## config.mk

```make
export PLATFORM = sky130hd
export DESIGN_NAME = prio_intc
export DESIGN_NICKNAME = d
export VERILOG_FILES = /design/src/rtl/pic_pkg.sv /design/src/rtl/pic_first_set.sv /design/src/rtl/pic_arbiter.sv /design/src/rtl/pic_readmux.sv /design/src/rtl/prio_intc.sv
export SDC_FILE = /design/constraint.sdc
export NUM_CORES = 2
export LEC_CHECK = 0
export ABC_AREA = 1
export BUFFER_PORTS_ARGS = -buffer_cell sky130_fd_sc_hd__buf_2
export CORE_ASPECT_RATIO = 1.4
export CORE_MARGIN = 2
export CORE_UTILIZATION = 30
export CTS_CLUSTER_DIAMETER = 60
export DETAILED_ROUTE_END_ITERATION = 7
export GPL_TIMING_DRIVEN = 0
export PLACE_DENSITY = 0.52
export SETUP_SLACK_MARGIN = 0.1
export SYNTH_ARGS = -nofsm -noshare
export SYNTH_HDL_FRONTEND = slang
export SYNTH_SLANG_ARGS = --single-unit
```

## constraint.sdc

```tcl
create_clock -name clk -period 16.63 [get_ports clk]
set_input_delay 0.8315 -clock clk [delete_from_list [all_inputs] [get_ports clk]]
set_output_delay 0.8315 -clock clk [all_outputs]
set_load 0.02 [all_outputs]
```

## src/rtl/pic_pkg.sv

```systemverilog
package pic_pkg;
    localparam int BUS_W    = 16;
    localparam int LANE_W   = 8;
    localparam int PEND_BIT = 7;
    localparam int MASK_BIT = 6;
    localparam int GROUP_W  = 8;
endpackage

```

## src/rtl/pic_first_set.sv

```systemverilog
module pic_first_set #(
    parameter  int W  = 8,
    localparam int IW = (W > 1) ? $clog2(W) : 1
) (
    input  logic [W-1:0]  vec,
    output logic          found,
    output logic [IW-1:0] idx
);
    // Lowest set index wins; scanning downward leaves the lowest hit last.
    always_comb begin
        found = 1'b0;
        idx   = '0;
        for (int i = W - 1; i >= 0; i--) begin
            if (vec[i]) begin
                found = 1'b1;
                idx   = IW'(i);
            end
        end
    end
endmodule

```

## src/rtl/pic_arbiter.sv

```systemverilog
module pic_arbiter #(
    parameter  int NSRC = 64,
    parameter  int NLVL = 8,
    localparam int SW   = $clog2(NSRC),
    localparam int LW   = $clog2(NLVL)
) (
    input  logic [NSRC-1:0]         pend,
    input  logic [NSRC-1:0]         mask,
    input  logic [NSRC-1:0][LW-1:0] prio,
    input  logic [NLVL-1:0]         isr,
    output logic                    req,
    output logic [SW-1:0]           id,
    output logic [LW-1:0]           lvl,
    output logic                    busy,
    output logic [LW-1:0]           busy_lvl
);
    logic [NSRC-1:0]            live;
    logic [NLVL-1:0][NSRC-1:0]  cand;
    logic [NLVL-1:0]            lvl_ok;
    logic [NSRC-1:0]            win_vec;
    logic                       lvl_found;
    logic                       src_found;

    assign live = pend & ~mask;

    // Most urgent level currently being serviced.
    pic_first_set #(.W(NLVL)) u_isr_scan (
        .vec   (isr),
        .found (busy),
        .idx   (busy_lvl)
    );

    generate
        for (genvar l = 0; l < NLVL; l++) begin : g_lvl
            for (genvar s = 0; s < NSRC; s++) begin : g_src
                assign cand[l][s] = live[s] && (prio[s] == LW'(l));
            end
            assign lvl_ok[l] = (|cand[l]) && (!busy || (LW'(l) < busy_lvl));
        end
    endgenerate

    pic_first_set #(.W(NLVL)) u_lvl_scan (
        .vec   (lvl_ok),
        .found (lvl_found),
        .idx   (lvl)
    );

    assign win_vec = cand[lvl];

    pic_first_set #(.W(NSRC)) u_src_scan (
        .vec   (win_vec),
        .found (src_found),
        .idx   (id)
    );

    assign req = lvl_found && src_found;
endmodule

```

## src/rtl/pic_readmux.sv

```systemverilog
module pic_readmux
    import pic_pkg::*;
#(
    parameter  int NSRC      = 64,
    parameter  int NLVL      = 8,
    parameter  int AW        = 7,
    parameter  int CTRL_BASE = 8,
    parameter  int ISR_HW    = 127,
    localparam int SW        = $clog2(NSRC),
    localparam int LW        = $clog2(NLVL),
    localparam int MASK_HW   = NSRC / (2 * GROUP_W)
) (
    input  logic [AW-1:0]           addr,
    input  logic [NSRC-1:0]         pend,
    input  logic [NSRC-1:0]         mask,
    input  logic [NSRC-1:0][LW-1:0] prio,
    input  logic [NLVL-1:0]         isr,
    output logic [BUS_W-1:0]        rdata
);
    logic [AW-1:0] ctrl_off;
    logic [SW-1:0] ctrl_idx;
    logic          in_ctrl;

    assign ctrl_off = addr - AW'(CTRL_BASE);
    assign ctrl_idx = ctrl_off[SW-1:0];
    assign in_ctrl  = (addr >= AW'(CTRL_BASE)) && (addr < AW'(CTRL_BASE + NSRC));

    always_comb begin
        rdata = '0;
        for (int h = 0; h < MASK_HW; h++) begin
            if (addr == AW'(h)) begin
                rdata = mask[h*BUS_W +: BUS_W];
            end
        end
        if (in_ctrl) begin
            rdata[PEND_BIT] = pend[ctrl_idx];
            rdata[MASK_BIT] = mask[ctrl_idx];
            rdata[LW-1:0]   = prio[ctrl_idx];
        end
        if (addr == AW'(ISR_HW)) begin
            rdata[NLVL-1:0] = isr;
        end
    end
endmodule

```

## src/rtl/prio_intc.sv

```systemverilog
module prio_intc
    import pic_pkg::*;
#(
    parameter  int NSRC      = 64,
    parameter  int NLVL      = 8,
    parameter  int CTRL_BASE = 8,
    localparam int SW        = $clog2(NSRC),
    localparam int LW        = $clog2(NLVL),
    localparam int MASK_HW   = NSRC / (2 * GROUP_W),
    localparam int AW        = $clog2(CTRL_BASE + NSRC + 1),
    localparam int ISR_HW    = (1 << AW) - 1
) (
    input  logic             clk,
    input  logic             rst_n,
    input  logic             bus_sel,
    input  logic             bus_wr,
    input  logic [AW-1:0]    bus_addr,
    input  logic [1:0]       bus_be,
    input  logic [15:0]      bus_wdata,
    output logic [15:0]      bus_rdata,
    input  logic [NSRC-1:0]  irq_in,
    output logic             irq_req,
    output logic [SW-1:0]    irq_id,
    output logic [LW-1:0]    irq_lvl,
    input  logic             irq_ack,
    input  logic             irq_eoi
);
    typedef struct packed {
        logic [NSRC-1:0]         pend;
        logic [NSRC-1:0]         mask;
        logic [NSRC-1:0][LW-1:0] prio;
        logic [NLVL-1:0]         isr;
        logic [NSRC-1:0]         prev;
        logic [BUS_W-1:0]        rdata;
    } state_t;

    state_t st_d, st_q;

    logic [NSRC-1:0]  pend_q;
    logic [NSRC-1:0]  mask_q;
    logic [NLVL-1:0]  isr_q;
    logic             arb_req;
    logic [SW-1:0]    arb_id;
    logic [LW-1:0]    arb_lvl;
    logic             svc_busy;
    logic [LW-1:0]    svc_lvl;
    logic [BUS_W-1:0] rd_word;
    logic [AW-1:0]    ctrl_off;
    logic [SW-1:0]    ctrl_idx;
    logic             in_ctrl;
    logic             wr_go;
    logic             rd_go;
    logic [NSRC-1:0]  rise;

    assign pend_q = st_q.pend;
    assign mask_q = st_q.mask;
    assign isr_q  = st_q.isr;

    pic_arbiter #(.NSRC(NSRC), .NLVL(NLVL)) u_arb (
        .pend     (st_q.pend),
        .mask     (st_q.mask),
        .prio     (st_q.prio),
        .isr      (st_q.isr),
        .req      (arb_req),
        .id       (arb_id),
        .lvl      (arb_lvl),
        .busy     (svc_busy),
        .busy_lvl (svc_lvl)
    );

    pic_readmux #(
        .NSRC(NSRC), .NLVL(NLVL), .AW(AW), .CTRL_BASE(CTRL_BASE), .ISR_HW(ISR_HW)
    ) u_rd (
        .addr  (bus_addr),
        .pend  (st_q.pend),
        .mask  (st_q.mask),
        .prio  (st_q.prio),
        .isr   (st_q.isr),
        .rdata (rd_word)
    );

    assign wr_go    = bus_sel && bus_wr;
    assign rd_go    = bus_sel && !bus_wr;
    assign ctrl_off = bus_addr - AW'(CTRL_BASE);
    assign ctrl_idx = ctrl_off[SW-1:0];
    assign in_ctrl  = (bus_addr >= AW'(CTRL_BASE)) && (bus_addr < AW'(CTRL_BASE + NSRC));
    assign rise     = irq_in & ~st_q.prev;

    always_comb begin
        st_d      = st_q;
        st_d.prev = irq_in;

        // Packed mask bank: each lane writes one group of eight mask bits.
        for (int h = 0; h < MASK_HW; h++) begin
            if (wr_go && (bus_addr == AW'(h))) begin
                if (bus_be[0]) st_d.mask[h*BUS_W +: LANE_W]          = bus_wdata[LANE_W-1:0];
                if (bus_be[1]) st_d.mask[h*BUS_W + LANE_W +: LANE_W] = bus_wdata[BUS_W-1:LANE_W];
            end
        end

        // Per-source control byte, low lane only.
        if (wr_go && bus_be[0] && in_ctrl) begin
            st_d.pend[ctrl_idx] = bus_wdata[PEND_BIT];
            st_d.mask[ctrl_idx] = bus_wdata[MASK_BIT];
            st_d.prio[ctrl_idx] = bus_wdata[LW-1:0];
        end

        // Retire the most urgent in-service level.
        if (irq_eoi && svc_busy) begin
            st_d.isr[svc_lvl] = 1'b0;
        end

        // Take the offered request.
        if (irq_ack && arb_req) begin
            st_d.pend[arb_id]  = 1'b0;
            st_d.isr[arb_lvl]  = 1'b1;
        end

        // A fresh edge always wins over a clear in the same cycle.
        st_d.pend = st_d.pend | rise;

        if (rd_go) begin
            st_d.rdata = rd_word;
        end
    end

    always_ff @(posedge clk) begin
        if (!rst_n) begin
            st_q.pend  <= '0;
            st_q.mask  <= '1;
            st_q.prio  <= '1;
            st_q.isr   <= '0;
            st_q.prev  <= '0;
            st_q.rdata <= '0;
        end else begin
            st_q <= st_d;
        end
    end

    assign irq_req   = arb_req;
    assign irq_id    = arb_id;
    assign irq_lvl   = arb_lvl;
    assign bus_rdata = st_q.rdata;
endmodule

```

== Word-level counts from Yosys, hierarchy flattened ==
Index checks and enable logic that the tools add are counted.
Operators by class
  bitwise gates (word level): 10
  reduce and logical (&&, ||, !) cells: 619
  multiplexer cells: 204
  $add $sub $neg: 1
  $lt $le $gt $ge: 18
  equal/unequal tests: 452
Operators by type and width (count)
  == test 3 bit (second input constant): 256
  logical AND 1 bit: 536
  OR reduction 64 bit: 8
  == test 3 x 2 -> 1 bit (second input constant): 128
  two-way mux 6 bit: 64
  two-way mux 320 bit: 1
  bitwise AND 64 bit: 3
  binary-select mux 64 bit (select 3 bit): 1
  bitwise mux 192 bit: 1
  == test 3 x 1 -> 1 bit (second input constant): 64
  zero test 3 bit: 64
  inverter 64 bit: 3
  bitwise mux 64 bit: 2
  two-way mux 16 bit: 8
  two-way mux 64 bit: 2
  two-way mux 8 bit: 11
  two-way mux 1 bit: 86
  OR 64 bit: 1
  two-way mux 3 bit: 19
  binary-select mux 3 bit (select 6 bit): 1
  demux 3 bit (select 6 bit): 1
  == test 7 x 2 -> 1 bit (second input constant): 2
  < comparator 6 x 7 -> 1 bit (second input constant): 2
  binary-select mux 1 bit (select 6 bit): 2
  20 further kinds: 38
Storage, ports and cells
  output and inout bits: 26
  input port bits: 95
  register bits after elaboration: 408
  logic and storage cells: 1373

== Longest topological paths before layout ==
  word-level depth: 93
  depth in mapped cells: 90
  mapped depth without buffers: 88

== Hierarchy ==
A second synthesis with hierarchy kept.
Second synthesis, totals
  cells, all modules: 6509
  area total of the unflattened synthesis: 33943.8 µm²
By module, submodules not included
  prio_intc: sequential area each 8167.8 µm², times used 1, cells an instance 2515, area each 17449.2 µm²
  pic_arbiter: sequential area each 0.0 µm², times used 1, cells an instance 2741, area each 11370.9 µm²
  pic_readmux: sequential area each 0.0 µm², times used 1, cells an instance 985, area each 4011.3 µm²
  pic_first_set at u_arb.u_src_scan: sequential area each 0.0 µm², times used 1, cells an instance 224, area each 914.6 µm²
  pic_first_set at u_arb.u_isr_scan ...: sequential area each 0.0 µm², times used 2, cells an instance 22, area each 98.8 µm²

== Worst setup path before layout ==
Ideal clock, no wire load.
  path kind: reg-to-output
  start point: reg mask_q[25] (netlist name)
  end point: out irq_id[0]
  required time: 15.798 ns
  arrival time: 5.432 ns
  path slack: 10.366 ns
  buffers on the path: 3
  stages on the path, launching flop included: 80
  cell sequence: dfxtp_1 -> inv_2 -> nand2_1 -> nor2_1 -> nand2_1 -> nand2_1 -> nor2_1 -> nand2_1 -> nor2_1 -> nand2_1 -> nor2_1 -> nor2_1 -> nor2_1 -> nand2_2 -> nor2_4 -> nor2_2 -> buf_6 -> nand2_2 -> (+44 left out) -> nand2_1 -> nand2_1 -> nand2_1 -> nand2_1 -> nand2_1 -> nand2_1 -> nand2_1 -> nand2_1 -> nand2_1 -> nand2_1 -> nand2_1 -> nand2_1 -> nand2_1 -> nand2_1 -> nand2_2 -> nand2_4 -> buf_6 -> inv_1
Between the ends
  longest elaborated chain between the ends: 79
  elaborated cells on any way between the ends: 100
  classes of those cells: 74 x mux; 2 x bitwise; 24 x reduce/logical
Ends and longest elaborated chain
  inverter 64 bit (*): line pic_arbiter.sv:24  | assign live = pend & ~mask;
  bitwise AND 64 bit (*): line pic_arbiter.sv:24
  logical AND 1 bit: line pic_arbiter.sv:36  | assign cand[l][s] = live[s] && (prio[s] == LW'(l));
  OR reduction 64 bit: line pic_arbiter.sv:38  | assign lvl_ok[l] = (|cand[l]) && (!busy || (LW'(l) < busy_lvl));
  logical AND 1 bit: line pic_arbiter.sv:38
  two-way mux 3 bit (7 in a row): line pic_first_set.sv:14  | if (vec[i]) begin
  two-way mux 3 bit (*): line pic_first_set.sv:14
  via irq_lvl[2]: line prio_intc.sv:24  | output logic [LW-1:0] irq_lvl,
  binary-select mux 64 bit (select 3 bit) (*): line pic_arbiter.sv:48  | assign win_vec = cand[lvl];
  two-way mux 64 bit (not written as such) (*): line pic_arbiter.sv:48
  two-way mux 6 bit (63 in a row): line pic_first_set.sv:14
  two-way mux 6 bit (*): line pic_first_set.sv:14
  end: declaration: line prio_intc.sv:23  | output logic [SW-1:0] irq_id,
Mark *: on every way through the listed nets, which the timed path passes. The rest lies on a longest branch. The select of a mux whose other input is x is not followed.

== Final worst setup path ==
  start point: reg mask_q[17] (netlist name)
  end point: reg pend_q[43] (netlist name)
Between the ends
  longest elaborated chain between the ends: 87
  elaborated cells on any way between the ends: 183
  classes of those cells: 2 x order compare; 149 x mux; 5 x bitwise; 27 x reduce/logical
Ends and longest elaborated chain
  inverter 64 bit (*): line pic_arbiter.sv:24
  bitwise AND 64 bit (*): line pic_arbiter.sv:24
  logical AND 1 bit: line pic_arbiter.sv:36
  OR reduction 64 bit: line pic_arbiter.sv:38
  logical AND 1 bit: line pic_arbiter.sv:38
  two-way mux 3 bit (8 in a row): line pic_first_set.sv:14
  binary-select mux 64 bit (select 3 bit): line pic_arbiter.sv:48
  two-way mux 64 bit (not written as such): line pic_arbiter.sv:48
  two-way mux 6 bit (64 in a row): line pic_first_set.sv:14
  < comparator 6 x 7 -> 1 bit (not written as such) or >= comparator 6 x 1 -> 1 bit (tied branches): line prio_intc.sv:115  | st_d.pend[arb_id] = 1'b0;
  logical AND 1 bit (not written as such): line prio_intc.sv:115
  two-way mux 1 bit (not written as such): line prio_intc.sv:115
  demux 1 bit (select 6 bit): line prio_intc.sv:115
  inverter 64 bit (no line)
  bitwise AND 64 bit (no line)
  two-way mux 64 bit (*): line prio_intc.sv:114  | if (irq_ack && arb_req) begin
  OR 64 bit (*): line prio_intc.sv:120  | st_d.pend = st_d.pend | rise;
Mark *: on every way between the ends. The rest lies on a longest branch, timed or not. The select of a mux whose other input is x is not followed.
A chain may end at the register's enable or synchronous reset.

==> PnR_summary.wiki <==
{| class="wikitable"
! Metric !! Value
|-
| Outcome || complete, but fails checks
|-
| Failing checks || max-capacitance violations, max-slew violations
|-
| Share of flip-flops with an asynchronous set or reset after synthesis || 0
|-
| First-pass GRT wire length || 244000 µm
|-
| Max Root-Sink Buffers || 3
|-
| Prevailing post-synth register cell || sky130_fd_sc_hd__dfxtp_1
|-
| CTS Buf Count || 51
|-
| Die height || 366 µm
|-
| Critical path startpoint category || flop
|-
| Critical path capture point type || flop
|-
| Core area || 92700 µm²
|-
| Die Span X || 263 µm
|-
| Number of nets in the layout || 5055
|-
| Number of vias after detailed routing || 36000
|-
| Post-route cell area || 32000 µm²
|-
| I/O Pins || 121
|-
| HPWL after DPL || 137000 µm
|-
| Clock latency at the later pin of the worst-skew pair || 660 ps
|-
| Remaining DRCs || 0
|-
| Final routed wirelength across all metal layers || 177000 µm
|-
| Slowest cell on the critical path || sky130_fd_sc_hd__clkbuf_1
|-
| GRT overflow || 0
|-
| Maximum resistive drop on vdd || 0.0738 mV
|-
| Post_cts resized || 0
|-
| Number of max-cap violations || 16
|-
| Synthesized Nets || 4882
|-
| Initial antenna violation count || 10
|-
| Cts hold-fix bufs || 0
|-
| Setup slack after layout || 5310 ps
|-
| Share of post-route cells with drive strength above 1 || 0.116
|-
| Slew Limit Fails || 138
|-
| Period utilisation layout || 0.681
|-
| FF+latch count, synth || 408
|-
| Starting DRC count in detailed routing || 4576
|-
| Crit-path max FO || 10
|-
| Setup Viol. Count Final || 0
|-
| Number of sinks on the clock net || 408
|-
| Top post-synthesis cells by area || sky130_fd_sc_hd__dfxtp_1, sky130_fd_sc_hd__nand2_1, sky130_fd_sc_hd__nor2_1, sky130_fd_sc_hd__o21ai_0, sky130_fd_sc_hd__o22ai_1
|-
| Post-CTS setup-driven buffer insertion count || 0
|-
| Last weighted congestion value of the routability-driven placer || 1.10
|-
| Via density per instance || 5.80
|-
| Sequential cell area fraction in the yosys report || 0.291
|-
| Worst Setup SP || mask_q[17]
|-
| Worst EP arrival || 11830 ps
|-
| Yosys cell types || 51
|-
| Reg2Reg Capture Point || pend_q[43]
|-
| Num rows || 132
|-
| Vias in the first global route || 33300
|-
| Accumulated negative setup slack || 0 ps
|-
| Hold/Removal Path Class || input port to flop
|-
| Most frequent cell after synthesis || sky130_fd_sc_hd__nand2_1
|-
| TritonCTS clock tree || yes
|-
| Finished Core Util || 0.345
|-
| Leakage power figure || 16.1 nW
|-
| Number of cells on the worst reg-to-reg path || 36
|-
| Pre-CTS worst setup slack || 6280 ps
|-
| Clock input transition at the sequential cells of the worst setup and hold paths || 70 ps
|-
| Worst Max-Slew Pin Slew || 1800 ps
|-
| Area delta synth->final || 14.0%
|-
| Worst reg-to-reg setup slack || 5310 ps
|-
| Synth top cells by count || sky130_fd_sc_hd__nand2_1, sky130_fd_sc_hd__nor2_1, sky130_fd_sc_hd__o21ai_0, sky130_fd_sc_hd__dfxtp_1, sky130_fd_sc_hd__a21oi_1
|-
| All-layer global routing usage || 0.355
|-
| H-tree Lvls || 2
|-
| Normalized max-slew margin || -0.219
|-
| Mean instance size in the synthesized netlist || 5.87 µm²
|-
| Final min period || 11320 ps
|-
| Setup repair after global routing missed its margin || no
|-
| Number of instances in the synthesized netlist || 4786
|-
| Total power of the final layout || 2.51 mW
|-
| Critical path's most frequent cell || sky130_fd_sc_hd__nand2_1
|-
| Most area-hungry cell type in the Yosys netlist || sky130_fd_sc_hd__dfxtp_1
|-
| Root Buffer Master || sky130_fd_sc_hd__clkbuf_16
|-
| Crit Path Category || flop to flop
|-
| Post-synth EDFFs || 0
|-
| Routed length per instance || 28.5 µm
|-
| Final-report hold violation count || 0
|-
| Post-synth design cell area || 28100 µm²
|-
| Synth Warn # || 0
|-
| Largest clock skew in the final design || 45.1 ps
|-
| Area enclosed by the die boundary || 96100 µm²
|-
| ANT nets after route || 0
|-
| Reg2Reg Launch Point || mask_q[17]
|-
| Areal power density over the cells || 78.5 nW/µm²
|-
| Count of port buffers added during placement || 115
|-
| Setup crit end || pend_q[43]
|-
| Drt first pass iters || 7
|-
| Data required time of the worst path || 17150 ps
|-
| Crit-path max cell delay || 1140 ps
|-
| Yosys top cell area share || 0.291
|-
| Maximum achievable frequency || 0.0884 GHz
|-
| Area after detailed placement || 30200 µm²
|-
| Maximum number of pins on one net before global-route repair || 14
|-
| Initial cell density of the core || 0.303
|}
==> worst min path at each step <==
stage / cells after the start / end / startpoint / slack, ps
global placement: 2 / pend_q[5] / st_q[21] / 460
CTS: 3 / st_q[31] / irq_in[15] / 350
floorplan: 2 / bus_rdata[0] / bus_rdata[0] / 450
finish: 3 / st_q[31] / irq_in[15] / 360
detailed placement: 2 / bus_rdata[7] / bus_rdata[7] / 460
global route: 3 / st_q[31] / irq_in[15] / 370
==> where the power goes <==
| group | leakage, nW | switching [mW] | internal, mW |
|---|---|---|---|
| logic | 12.0 | 0.230 | 0.0748 |
| registers | 3.34 | 0.0228 | 1.00 |
| clock network | 0.839 | 0.513 | 0.668 |
==> final cells by class <==
class                           count  area [µm²]
Buffer                            199         900
Fill cell                       10500       60700
Timing Repair Buffer              120         632
Clock inverter                     21         241
Sequential cell                   408        8170
Clock buffer                       73        1470
Multi-Input combinational cell   3628       17000
Antenna cell                        8        20.0
Inverter                          551        2070
Tap cell                         1206        1510
==> critical path: cells and delay by family (launching register included) <==
kind / cells / cell delay [ps]
and+or+nand+nor: 24 / 5280
AOI/OAI and AO/OA: 2 / 300
buffers and inverters: 10 / 5090
DFF: 1 / 370
==> stage by stage <==
stage | instances | hold WS, ps
floorplan | 4786 | 446
global placement | 6107 | 460
detailed placement | 6110 | 457
CTS | 6204 | 349
global route | 6206 | 373
finish | 6214 | 358
==> cells in the final DEF (no fill, tap or decap), types with 9 or more instances in the layout <==
cell type and count:
sky130_fd_sc_hd__o21ai_0 446, sky130_fd_sc_hd__clkbuf_1 147, sky130_fd_sc_hd__o22ai_1 297, sky130_fd_sc_hd__inv_1 336
sky130_fd_sc_hd__buf_1 15, sky130_fd_sc_hd__nand2_2 22, sky130_fd_sc_hd__a221oi_1 14, sky130_fd_sc_hd__buf_6 10
sky130_fd_sc_hd__a21oi_1 362, sky130_fd_sc_hd__dfxtp_1 408, sky130_fd_sc_hd__a31oi_1 11, sky130_fd_sc_hd__nor2_1 710
sky130_fd_sc_hd__nand4_1 84, sky130_fd_sc_hd__nor3_1 42, sky130_fd_sc_hd__inv_2 209, sky130_fd_sc_hd__clkbuf_2 9
sky130_fd_sc_hd__nor2_2 11, sky130_fd_sc_hd__nand2_1 1190, sky130_fd_sc_hd__buf_4 20, sky130_fd_sc_hd__nand3_1 182
sky130_fd_sc_hd__o211ai_1 17, sky130_fd_sc_hd__or2_2 65, sky130_fd_sc_hd__clkbuf_8 9, sky130_fd_sc_hd__o41ai_1 22
sky130_fd_sc_hd__clkbuf_16 52, sky130_fd_sc_hd__a22o_1 10, sky130_fd_sc_hd__nor4_1 58, sky130_fd_sc_hd__a22oi_1 14
sky130_fd_sc_hd__buf_2 129
==> logic make-up (layout without fill, tap and decap cells) <==
| kind of cell | count (synthesis) | count (layout) | share of synthesized area |
|---|---|---|---|
| simple gates | 2385 | 2385 | 0.354 |
| buf+inv | 750 | 964 | 0.105 |
| compound gates | 1241 | 1241 | 0.249 |
| flops | 408 | 408 | 0.291 |
| fa+ha+maj | 1 | 1 | 0.000446 |
| mux | 1 | 1 | 0.000401 |
| other cells | 0 | 8 | 0 |
==> routing by layer <==
layer	vias to the layer above	GRT usage	part of all wire
met5	-	0.0110	0.00095
met4	8	0.317	0.10
met3	732	0.0821	0.094
met2	2252	0.564	0.44
met1	16600	0.398	0.36
li1	16400	-	-
Power figures use the tool's default switching activity.
